[src/rtl/twi_master.sv]
`timescale 1ns/1ps
module twi_master #(
  parameter int BASE_DIV = 2
) (
  input  logic       clk,
  input  logic       rst_n,
  input  logic       reg_wr,
  input  logic [1:0] reg_addr,
  input  logic [7:0] reg_wdata,
  output logic [7:0] reg_rdata,
  input  logic       scl_in,
  input  logic       sda_in,
  output logic       scl_oe,
  output logic       sda_oe,
  input  logic       cpu_imask,
  output logic       irq
);
  localparam int QW = $clog2(BASE_DIV * 128) + 1;

  typedef enum logic [2:0] {S_IDLE, S_START, S_HOLD, S_XFER, S_STOP} st_t;
  st_t st;

  logic [QW-1:0] qcnt, qlen;
  logic [1:0] qtr;
  logic [3:0] bitc;
  logic [7:0] sh, rxd;
  logic [2:0] baud;
  logic alf, nakf, donef, busy, mast, mrw, ien, ack_off, first, rx, scl_q, sda_q;
  logic tick, start_ev, stop_ev, arb_hit, wr_mcr, wr_ctl, wr_dat, busy_req;

  assign qlen     = QW'(BASE_DIV) << baud;
  assign tick     = (st == S_START || st == S_XFER || st == S_STOP) && (qcnt == qlen - QW'(1));
  assign start_ev = scl_q && scl_in && sda_q && !sda_in;
  assign stop_ev  = scl_q && scl_in && !sda_q && sda_in;
  assign wr_mcr   = reg_wr && reg_addr == 2'd0;
  assign wr_ctl   = reg_wr && reg_addr == 2'd1;
  assign wr_dat   = reg_wr && reg_addr == 2'd2;
  assign busy_req = wr_mcr && reg_wdata[4] && !mast && busy;
  assign arb_hit  = st == S_XFER && tick && qtr == 2'd2 && !rx && !bitc[3] && !sda_oe && !sda_in;
  assign irq      = !cpu_imask && ien && (alf || nakf || donef);

  always_comb begin
    case (reg_addr)
      2'd0:    reg_rdata = {alf, nakf, busy, mast, mrw, baud};
      2'd1:    reg_rdata = {donef, 5'b0, ien, ack_off};
      2'd2:    reg_rdata = rxd;
      default: reg_rdata = 8'h00;
    endcase
  end

  always_ff @(posedge clk) begin
    if (!rst_n) begin
      st <= S_IDLE;
      qcnt <= '0;
      qtr <= 2'd0;
      bitc <= 4'd0;
      sh <= 8'h00;
      rxd <= 8'h00;
      baud <= 3'd0;
      {alf, nakf, donef, busy, mast, mrw, ien, ack_off, first, rx} <= '0;
      scl_oe <= 1'b0;
      sda_oe <= 1'b0;
      scl_q <= 1'b1;
      sda_q <= 1'b1;
    end else begin
      scl_q <= scl_in;
      sda_q <= sda_in;
      if (start_ev) busy <= 1'b1;
      else if (stop_ev) busy <= 1'b0;
      qcnt <= (tick || st == S_IDLE || st == S_HOLD) ? '0 : qcnt + QW'(1);

      if (wr_mcr) begin
        alf  <= alf & reg_wdata[7];
        nakf <= nakf & reg_wdata[6];
        mrw  <= reg_wdata[3];
        baud <= reg_wdata[2:0];
        if (busy_req) alf <= 1'b1;
        else mast <= reg_wdata[4];
      end
      if (wr_ctl) begin
        donef   <= donef & reg_wdata[7];
        ien     <= reg_wdata[1];
        ack_off <= reg_wdata[0];
      end

      case (st)
        S_IDLE: if (mast) begin
          st <= S_START;
          qtr <= 2'd0;
        end
        S_START: if (tick) begin
          if (qtr == 2'd0) begin
            sda_oe <= 1'b1;
            qtr <= 2'd1;
          end else begin
            scl_oe <= 1'b1;
            first <= 1'b1;
            st <= S_HOLD;
          end
        end
        S_HOLD: begin
          if (wr_dat) begin
            st <= S_XFER;
            qtr <= 2'd0;
            bitc <= 4'd0;
            sh <= reg_wdata;
            rx <= mrw && !first;
            first <= 1'b0;
          end else if (!mast) begin
            st <= S_STOP;
            qtr <= 2'd0;
          end
        end
        S_XFER: if (tick) begin
          qtr <= qtr + 2'd1;
          case (qtr)
            2'd0: sda_oe <= bitc[3] ? (rx && !ack_off) : (!rx && !sh[7]);
            2'd1: scl_oe <= 1'b0;
            2'd2: begin
              if (!bitc[3]) begin
                if (rx) sh <= {sh[6:0], sda_in};
              end else if (!rx && sda_in) begin
                nakf <= 1'b1;
              end
            end
            default: begin
              scl_oe <= 1'b1;
              if (bitc[3]) begin
                st <= S_HOLD;
                donef <= 1'b1;
                if (rx) rxd <= sh;
              end else begin
                bitc <= bitc + 4'd1;
                if (!rx) sh <= {sh[6:0], 1'b0};
              end
            end
          endcase
          if (arb_hit) begin
            st <= S_IDLE;
            mast <= 1'b0;
            alf <= 1'b1;
            scl_oe <= 1'b0;
            sda_oe <= 1'b0;
          end
        end
        S_STOP: if (tick) begin
          qtr <= qtr + 2'd1;
          case (qtr)
            2'd0: sda_oe <= 1'b1;
            2'd1: scl_oe <= 1'b0;
            default: begin
              sda_oe <= 1'b0;
              st <= S_IDLE;
            end
          endcase
        end
        default: st <= S_IDLE;
      endcase
    end
  end

  assert_busy_on_start_R4: assert property (@(posedge clk) disable iff (!rst_n)
    (scl_q && scl_in && sda_q && !sda_in) |=> busy);

  assert_sda_quiet_high_R11: assert property (@(posedge clk) disable iff (!rst_n)
    (st == S_XFER && $past(st) == S_XFER && !scl_oe && !$past(scl_oe)) |-> $stable(sda_oe));

  assert_arb_release_R9: assert property (@(posedge clk) disable iff (!rst_n)
    arb_hit |=> (alf && !mast && !scl_oe && !sda_oe));

  assert_busy_request_R10: assert property (@(posedge clk) disable iff (!rst_n)
    (wr_mcr && reg_wdata[4] && !mast && busy) |=> (alf && !mast));

  assert_irq_gate_R8: assert property (@(posedge clk) disable iff (!rst_n)
    irq |-> (ien && !cpu_imask));

  assert_no_nak_on_rx_R5: assert property (@(posedge clk) disable iff (!rst_n)
    (st == S_XFER && rx && !nakf) |=> !nakf);
endmodule

[config.mk]
export PLATFORM = sky130hd
export DESIGN_NAME = twi_master
export DESIGN_NICKNAME = d
export VERILOG_FILES = /design/src/rtl/twi_master.sv
export SDC_FILE = /design/constraint.sdc
export NUM_CORES = 1
export LEC_CHECK = 0
export ABC_AREA = 0
export BUFFER_PORTS_ARGS = -buffer_cell sky130_fd_sc_hd__buf_4
export CORE_MARGIN = 1.5
export CORE_UTILIZATION = 55
export DETAILED_ROUTE_END_ITERATION = 8
export PLACE_DENSITY = 0.84
export SYNTH_ARGS = -nofsm -noshare
export SYNTH_HDL_FRONTEND = slang
export SYNTH_SLANG_ARGS = --single-unit
[constraint.sdc]
create_clock -name clk -period 5.05 [get_ports clk]
set_input_delay 0.7575 -clock clk [delete_from_list [all_inputs] [get_ports clk]]
set_output_delay 0.7575 -clock clk [all_outputs]
set_load 0.005 [all_outputs]
# Yosys cells after proc, flatten, opt, wreduce, memory -nomap -nowiden
# Index checks and enable logic that the tools add are counted.
# totals
reg_bits	51
input_bits	16
output_inout_bits	11
elab_cells	200
# classes
n_addsub	4
n_eq_ne	30
shifts	1
n_mux	75
bitwise_logic	5
n_reduce_logical	63
# op_table
op	n
$mux W8	6
$mux W1	37
$mux W3	11
$pmux W8 S2	2
$logic_and A1 B1 Y1	24
$pmux W8 S3	1
$ne A2 B2 Y1 const B	11
$reduce_and A7 Y1	3
$mux W4	4
$ne A3 B3 Y1 const B	5
$pmux W3 S5	1
$mux W2	6
$logic_not A1 Y1	10
$reduce_and A5 Y1	2
$add A9 B1 Y9 const B	1
$eq A9 B9 Y1	1
$reduce_and A9 Y1	1
$shl A2 B3 Y9 const A	1
$sub A9 B1 Y9 const B	1
$pmux W2 S4	1
$pmux W4 S2	1
$reduce_and A4 Y1	2
$reduce_or A2 Y1	4
$eq A3 B2 Y1 const B	2
21 further kinds	40

# Logic depth before layout (Yosys ltp)
# Gate-level depths: netlist (run 1).
# depth
ltp_word	13
depth_mapped	11

# Worst setup path after synthesis (run 1)
# OpenSTA, ideal clock, no wires.
# synth_timing
path_type	reg-to-reg
startpoint	reg baud[1]
endpoint	reg bitc[0]
setup_ns	0.119
t_arrival_ns	2.654
required_ns	4.931
path_slack_ns	2.278
path_stages_with_launch	10
synth_period_minus_slack_ns	2.772
path_cell_list	dfxtp_1 buf_4 or3_1 ha_1 xnor2_1 mux2i_1 a2111oi_4 o21ai_2 or4_4 mux2i_1
# synth_between
elab_chain_cells	6
# synth_rtl
element	line_no	source
start, declared	27	logic [2:0] baud;
start signal, assigned	76	baud <= reg_wdata[2:0];
$shl A2 B3 Y9	31	assign qlen = QW'(BASE_DIV) << baud;
$sub A9 B1 Y9	32	assign tick = (st == S_START || st == S_XFER || st == S_STOP) && (qcnt == qlen - QW'(1));
$eq A9 B9 Y1	32	
$logic_and A1 B1 Y1	32	
$ne A2 B2 Y1 (no source line)	-	
$reduce_and A5 Y1 (no source line)	-	
end signal, assigned	133	bitc <= bitc + 4'd1;
end, declared	25	logic [3:0] bitc;
# Every way passes these cells.
# A chain may end at the register's enable or synchronous reset.

# Final worst setup path (run 1)
# layout_timing
startpoint	reg baud[1]
endpoint	reg qcnt[5]
# layout_between
elab_chain_cells	7
# layout_rtl
element	line_no	source
$shl A2 B3 Y9	31	
$sub A9 B1 Y9	32	
$eq A9 B9 Y1	32	
$logic_and A1 B1 Y1	32	
$logic_or A1 B1 Y1 (2 in series)	70	qcnt <= (tick || st == S_IDLE || st == S_HOLD) ? '0 : qcnt + QW'(1);
$reduce_or A2 Y1 (no source line)	-	
end signal, assigned	70	
end, declared	23	logic [QW-1:0] qcnt, qlen;
# Every way passes these cells.

==> results of run 1 <==
critical path: cells and delay by family, from the launching register on:
family | cells | cell delay, ps
compound gates | 2 | 840
xor+xnor | 1 | 270
fa+ha+maj | 1 | 280
flops | 1 | 440
mux | 1 | 150
simple gates | 3 | 1010
report_power, final:
group / internal, mW / switching, mW / leakage, nW / total (mW)
Clock: 0.112 / 0.141 / 0.0474 / 0.253
Combinational: 0.0293 / 0.0400 / 0.850 / 0.0693
Sequential: 0.407 / 0.00815 / 0.412 / 0.415
area by class of cell:
type / instances / area (sq um) / share of cell area, %
Clock buffer: 6 / 82.6 / 2.56
Clock inverter: 2 / 16.3 / 0.505
Timing Repair Buffer: 27 / 203 / 6.29
Inverter: 11 / 41.3 / 1.28
Tap cell: 70 / 87.6 / 2.72
Sequential cell: 51 / 1020 / 31.7
Multi-Input combinational cell: 262 / 1770 / 55.0
metal layers:
| metal | GRT usage [%] | up-vias | wire length (um) |
|---|---|---|---|
| li1 | - | 1300 | - |
| met1 | 33.2 | 1267 | 3190 |
| met2 | 39.6 | 84 | 3260 |
| met3 | 2.99 | 9 | 424 |
| met4 | 6.11 | 0 | 84 |
| met5 | 0 | - | 0 |
per-stage QoR:
stage | total power [mW] | util, % | instances
floorplan | 0.470 | - | 349
global placement | 0.491 | 60.8 | 421
detailed placement | 0.493 | 60.8 | 421
CTS | 0.739 | 62.7 | 429
global route | 0.761 | 62.7 | 429
finish | 0.737 | 62.7 | 429
worst min-delay path by stage:
stage / startpoint / end / slack [ps] / depth (start not counted)
after floorplan: sh[0]$_SDFFE_PN0P_ / sh[0]$_SDFFE_PN0P_ / 450 / 2
after global placement: sh[0]$_SDFFE_PN0P_ / sh[0]$_SDFFE_PN0P_ / 460 / 2
after detailed placement: scl_oe$_SDFFE_PN0P_ / scl_oe$_SDFFE_PN0P_ / 480 / 2
after CTS: scl_oe$_SDFFE_PN0P_ / scl_oe$_SDFFE_PN0P_ / 500 / 2
after global routing: rxd[6]$_SDFFE_PN0P_ / rxd[6]$_SDFFE_PN0P_ / 530 / 2
final: scl_oe$_SDFFE_PN0P_ / scl_oe$_SDFFE_PN0P_ / 490 / 2
registers in the layout, indices dropped and copies added (netlist names), 2 cells and up:
name	cells
sh	8
qtr	2
rxd	8
bitc	4
baud	3
qcnt	9
st	3
cells by family (layout without fill, tap and decap cells):
group,after synthesis,after routing,synth area share (%)
muxes,34,34,11.6
buffers and inverters,36,46,5.24
AOI/OAI and AO/OA,82,82,19.3
DFF,51,51,34.7
xor gates and xnor gates,12,12,3.58
and+or+nand+nor,127,127,22.6
adders and majority gates,7,7,2.98
synth_stat cells, drive strengths merged, types with 2 or more instances:
cell and n:
nor4 11, nor3b 3, or4 3, buf 9, clkbuf 16, o311a 7
nor2b 3, a21oi 16, o21ai 27, o211ai 5, o2111a 2, inv 11
o31ai 3, mux2i 34, dfxtp 51, o31a 2, o32ai 3, o22ai 2
a31oi 3, nand2b 6, nand3b 5, nor3 9, ha 7, or3 3
nand4 5, xnor2 3, nand3 8, and3 4, xor2 9, nand2 25
nor2 32, and2 4
==> flow_summary.ini, run 1 <==
[synthesis]
ys_warn_count = 0
netlist_area_sq_um = 2940
synth_cell_types = 55
synth.avg_cell_area_sq_um = 8.42
syn-num-nets = 372
synthTopCellsByArea = dfxtp_1 35%, mux2i_1 12%, o21ai_0 4.4%, nor2_1 4.1%, nand2_1 3.2%
synth_edf_count = 0
ys_seq_area_share_pct = 34.7
synth_ff_type = dfxtp_1
async_flop_share_pct = 0
synth_area_leader_cell = dfxtp_1
synth-seq-cells = 51
yosysTopAreaCellShare_pct = 34.7
synthCells = 349

[critical_path]
cp_cell_sequence = or3_1 -> ha_1 -> xnor2_1 -> mux2i_1 -> a2111oi_4 -> o21ai_2 -> nor2_1 -> nor4_1
reg2reg_slack_ps = 1880
end_kind = flip-flop
critical_path_class = reg -> reg
setup.worst_path.start_class = flip-flop
r2r-end = qcnt[5]$_SDFF_PP0_
worstPathMaxFanout = 19
crit_start = baud[1]$_SDFFE_PN0P_
required_ps = 5190
reg2reg_depth = 8
worstReg2RegStart = baud[1]$_SDFFE_PN0P_
cp.arrival_ps = 3310
slowest_delay_ps = 510
cp_slowest_cell = a2111oi_4
crit_path_end = qcnt[5]$_SDFF_PP0_

[flow_run]
max_cap_viol_count = 0

[clock_tree]
htree_num_levels = 2
cts_setup_buffers = 0
cts_made_buffers = 5
clock_latency_ps = 310
clkTransAtPathRegs_ps = 110
cts_hold_buf = 0
cts_tree = done
clockRootBuffer = clkbuf_8
clockBufferDepth = 2
cts.sinks = 51
cts-resized-gates = 0

[timing]
slew_headroom_pct = 28.4
min_period_ps = 3170
clock_skew_ps = 14.0
finalCritPeriodShare_pct = 62.7
worstMarginPinSlew_ps = 1070
hold_violations = 0
finalSetupViolations = 0
rsz0062_at_grt = false
max_freq_mhz = 316
finalWorstSetupSlack_ps = 1880
slew_viol_final = 0
setup_tns_ps = 0
whs_ps = 490

[route]
drt_iter0_drc = 215
ant_nets = 0
routedWlPerCell_um = 16.2
via_per_inst = 6.20
routed_wl_um = 6960
drt_first_pass_iters = 5
vias = 2660
drc_errors = 0

[cells_and_area]
final_area_sq_um = 3220
area_growth_pct = 9.62
drive_above_1_share_pct = 11.4
layout.cells.most_common = dfxtp_1
n_fill_cell = 459
final_cell_mix = 51 x dfxtp_1, 34 x mux2i_1, 32 x nor2_1
diodes = 0
layout.nets = 381

[placed_design]
numPortBuffers = 26
gp_congestion = 0.888
hpwlAfterDp_um = 4950
postPlaceCellArea_sq_um = 3120
pre_cts_slack_ps = 1920

[die]
rows = 26
floorplan.initialDensity_pct = 57.2
coreArea_sq_um = 5140
ios = 27
die-area_sq_um = 5790
die_y_um = 76.1
die_w_um = 76.1

[power]
power_density_nw_per_um2 = 229
leakage_nw = 1.31
ir_worst_vdd_mv = 0.131

[global_routing]
grt_start_max_net_pins = 34
grt_pass1_wl_um = 11400
antenna_found_initial = 0
grt_pass1_vias = 2349
grtUsageTotal_pct = 24.0
grt_overflow = 0

[status]
status = finished clean

[min_path]
min_path_type = reg -> reg
(Power assumes the default switching activity.)
==> run 2, diff against run 1 <==
--- a/config.mk
+++ b/config.mk
@@ -5,7 +5,7 @@
 export SDC_FILE = /design/constraint.sdc
 export NUM_CORES = 1
 export LEC_CHECK = 0
-export ABC_AREA = 0
+export ABC_AREA = 1
 export BUFFER_PORTS_ARGS = -buffer_cell sky130_fd_sc_hd__buf_4
 export CORE_MARGIN = 1.5
 export CORE_UTILIZATION = 55
==> constraint.sdc (replaced) <==
create_clock -name clk -period 3 [get_ports clk]
set_input_delay 0.45 -clock clk [delete_from_list [all_inputs] [get_ports clk]]
set_output_delay 0.45 -clock clk [all_outputs]
set_load 0.005 [all_outputs]
==> run 2 against run 1 <==
Combinational power rose to 7.8 times the previous value. Fmax rose by 30%. Cell count grew 24%. Die area shrank 0.37%. Highest routed layer unchanged.
==> flow_summary.ini, run 2 <==
[status]
status = finished clean

[power]
leakage_nw = 1.45
ir_worst_vdd_mv = 0.226
p_total_mw = 1.84
power_density_nw_per_um2 = 561

[critical_path]
cp_cell_sequence = inv_4 -> nand3_1 -> ha_1 -> or2_2 -> nand3_1 -> nor2_1 -> nand2_1 -> nor2_2 -> nand2_2 -> nand2_2 -> nand2_1 -> inv_1 -> nor2_1 -> nor2_1
crit_buf_inv = 2
reg2reg_slack_ps = 560
setup.worst_path.start_class = flip-flop
cp_slowest_cell = dfxtp_1
r2r-end = sh[5]$_SDFFE_PN0P_
required_ps = 3210
worstPathMaxFanout = 11
worstReg2RegStart = baud[2]$_SDFFE_PN0P_
crit_top_cell = nor2_1
slowest_delay_ps = 550
crit_start = baud[2]$_SDFFE_PN0P_
cp.arrival_ps = 2650
critical_path_class = reg -> reg
crit_family = simple AND/OR/NAND/NOR gates
end_kind = flip-flop
reg2reg_depth = 14

[placed_design]
numPortBuffers = 26
pre_cts_slack_ps = 650
postPlaceCellArea_sq_um = 3170
placedCellCount = 524
hpwlAfterDp_um = 5110
gp_congestion = 0.962

[global_routing]
grtUsageTotal_pct = 25.3
grt_pass1_wl_um = 12000
grt_pass1_vias = 2679
grt_overflow = 0
antenna_found_initial = 0
grt_start_max_net_pins = 25

[cells_and_area]
fin_util_pct = 64.1
final_area_sq_um = 3270
finalNonFillerCells = 531
layout.nets = 484
top_register = qcnt
multiInputGateArea_sq_um = 1620
reg_top3 = qcnt x9, rxd x8, sh x8
drive_above_1_share_pct = 15.0
final_cell_mix = 91 x nand2_1, 61 x nor2_1, 55 x inv_1
layout.cells.most_common = nand2_1
largest_reg_flops = 9
n_fill_cell = 453
seqCellArea_sq_um = 1020
area_growth_pct = 11.8
diodes = 0

[clock_tree]
clock_latency_ps = 310
cts_made_buffers = 5
cts-resized-gates = 0
cts.sinks = 51
cts_tree = done
clockRootBuffer = clkbuf_8
cts_setup_buffers = 0
clockBufferDepth = 2
htree_num_levels = 2
cts_hold_buf = 0
clkTransAtPathRegs_ps = 100

[min_path]
min_path_type = in -> reg
min_path_cells = 2
hold_path_end = scl_q$_SDFF_PN1_
holdCritStartpoint = scl_in

[timing]
finalWorstSetupSlack_ps = 559
min_period_ps = 2440
finalSetupViolations = 0
rsz0062_at_grt = false
setup_tns_ps = 0
finalCritPeriodShare_pct = 81.4
worstMarginPinSlew_ps = 691
whs_ps = 335
clock_skew_ps = 10.4
slew_viol_final = 0
max_freq_mhz = 410
slew_headroom_pct = 53.9
hold_violations = 0

[die]
die_y_um = 76.0
die_w_um = 76.0
die-area_sq_um = 5770
rows = 26
coreArea_sq_um = 5110
ios = 27
floorplan.initialDensity_pct = 57.3

[route]
drt_iter0_drc = 202
routedWlPerCell_um = 13.1
drc_errors = 0
drt_first_pass_iters = 5
routed_wl_um = 6970
ant_nets = 0
vias = 2794
via_per_inst = 5.26

[flow_run]
max_cap_viol_count = 0

[synthesis]
synth.avg_cell_area_sq_um = 6.72
async_flop_share_pct = 0
synthCells = 436
synth_cell_types = 37
synth_edf_count = 0
ys_warn_count = 0
synth_most_common_cell = nand2_1
yosysTopAreaCellShare_pct = 34.9
ys_seq_area_share_pct = 34.9
syn-num-nets = 459
synth-seq-cells = 51
ys_top_cells_by_count = 91 x nand2_1, 61 x nor2_1, 55 x inv_1
synth_area_leader_cell = dfxtp_1
synthTopCellsByArea = dfxtp_1 35%, nand2_1 12%, nor2_1 7.8%, inv_1 7.1%, o21ai_0 4.8%
netlist_area_sq_um = 2930
synth_ff_type = dfxtp_1
[run 2: cell count changes after synthesis, sizes merged, moves of 6 or more]
cell,previous run,this run
nor4,11,0
inv,11,59
nand2b,6,0
o311a,7,0
mux2i,34,0
a21oi,16,26
clkbuf,16,6
buf,9,3
nor2,32,68
nand3,8,26
nor3b,3,10
nand2,25,105
[run 2: cell families (layout without fill, tap and decap cells)]
| group | after synthesis | after routing | share of synthesized area (%) |
|---|---|---|---|
| compound gates | 72 | 72 | 13.6 |
| xor+xnor | 7 | 7 | 2.09 |
| fa+ha+maj | 7 | 7 | 2.99 |
| simple gates | 229 | 229 | 36.8 |
| flops | 51 | 51 | 34.9 |
| buf+inv | 70 | 95 | 9.70 |
[run 2: final cells by class]
class	count	area share (%)
inverter	61	7.07
tap	70	2.68
clock buffer	5	2.10
clock inverter	2	1.15
multi-input combinational	315	49.6
timing repair buffer	27	6.20
sequential	51	31.2
[run 2: how the worst max path moves through the flow]
stage | end | slack, ps | cells after the start
floorplan | rxd[4]$_SDFFE_PN0P_ | 1010 | 15
global placement | sh[0]$_SDFFE_PN0P_ | 750 | 14
detailed placement | sh[5]$_SDFFE_PN0P_ | 650 | 16
CTS | sh[5]$_SDFFE_PN0P_ | 600 | 14
global route | sh[3]$_SDFFE_PN0P_ | 300 | 16
finish | sh[5]$_SDFFE_PN0P_ | 560 | 14
[run 2: where the power goes]
| group | total (mW) | internal (mW) | switching [mW] |
|---|---|---|---|
| clock | 0.480 | 0.244 | 0.236 |
| sequential | 0.813 | 0.748 | 0.0643 |
| combinational | 0.544 | 0.189 | 0.354 |
| total | 1.84 | 1.18 | 0.654 |
[run 2: per-layer routing]
metal	track usage (%)	part of all wire [%]	wire length, um	up-vias
met5	0	0	0	-
met4	8.33	1.7	116	0
met3	4.58	5.5	380	11
met2	44.1	49	3420	78
met1	31.6	44	3050	1251
li1	-	-	-	1454
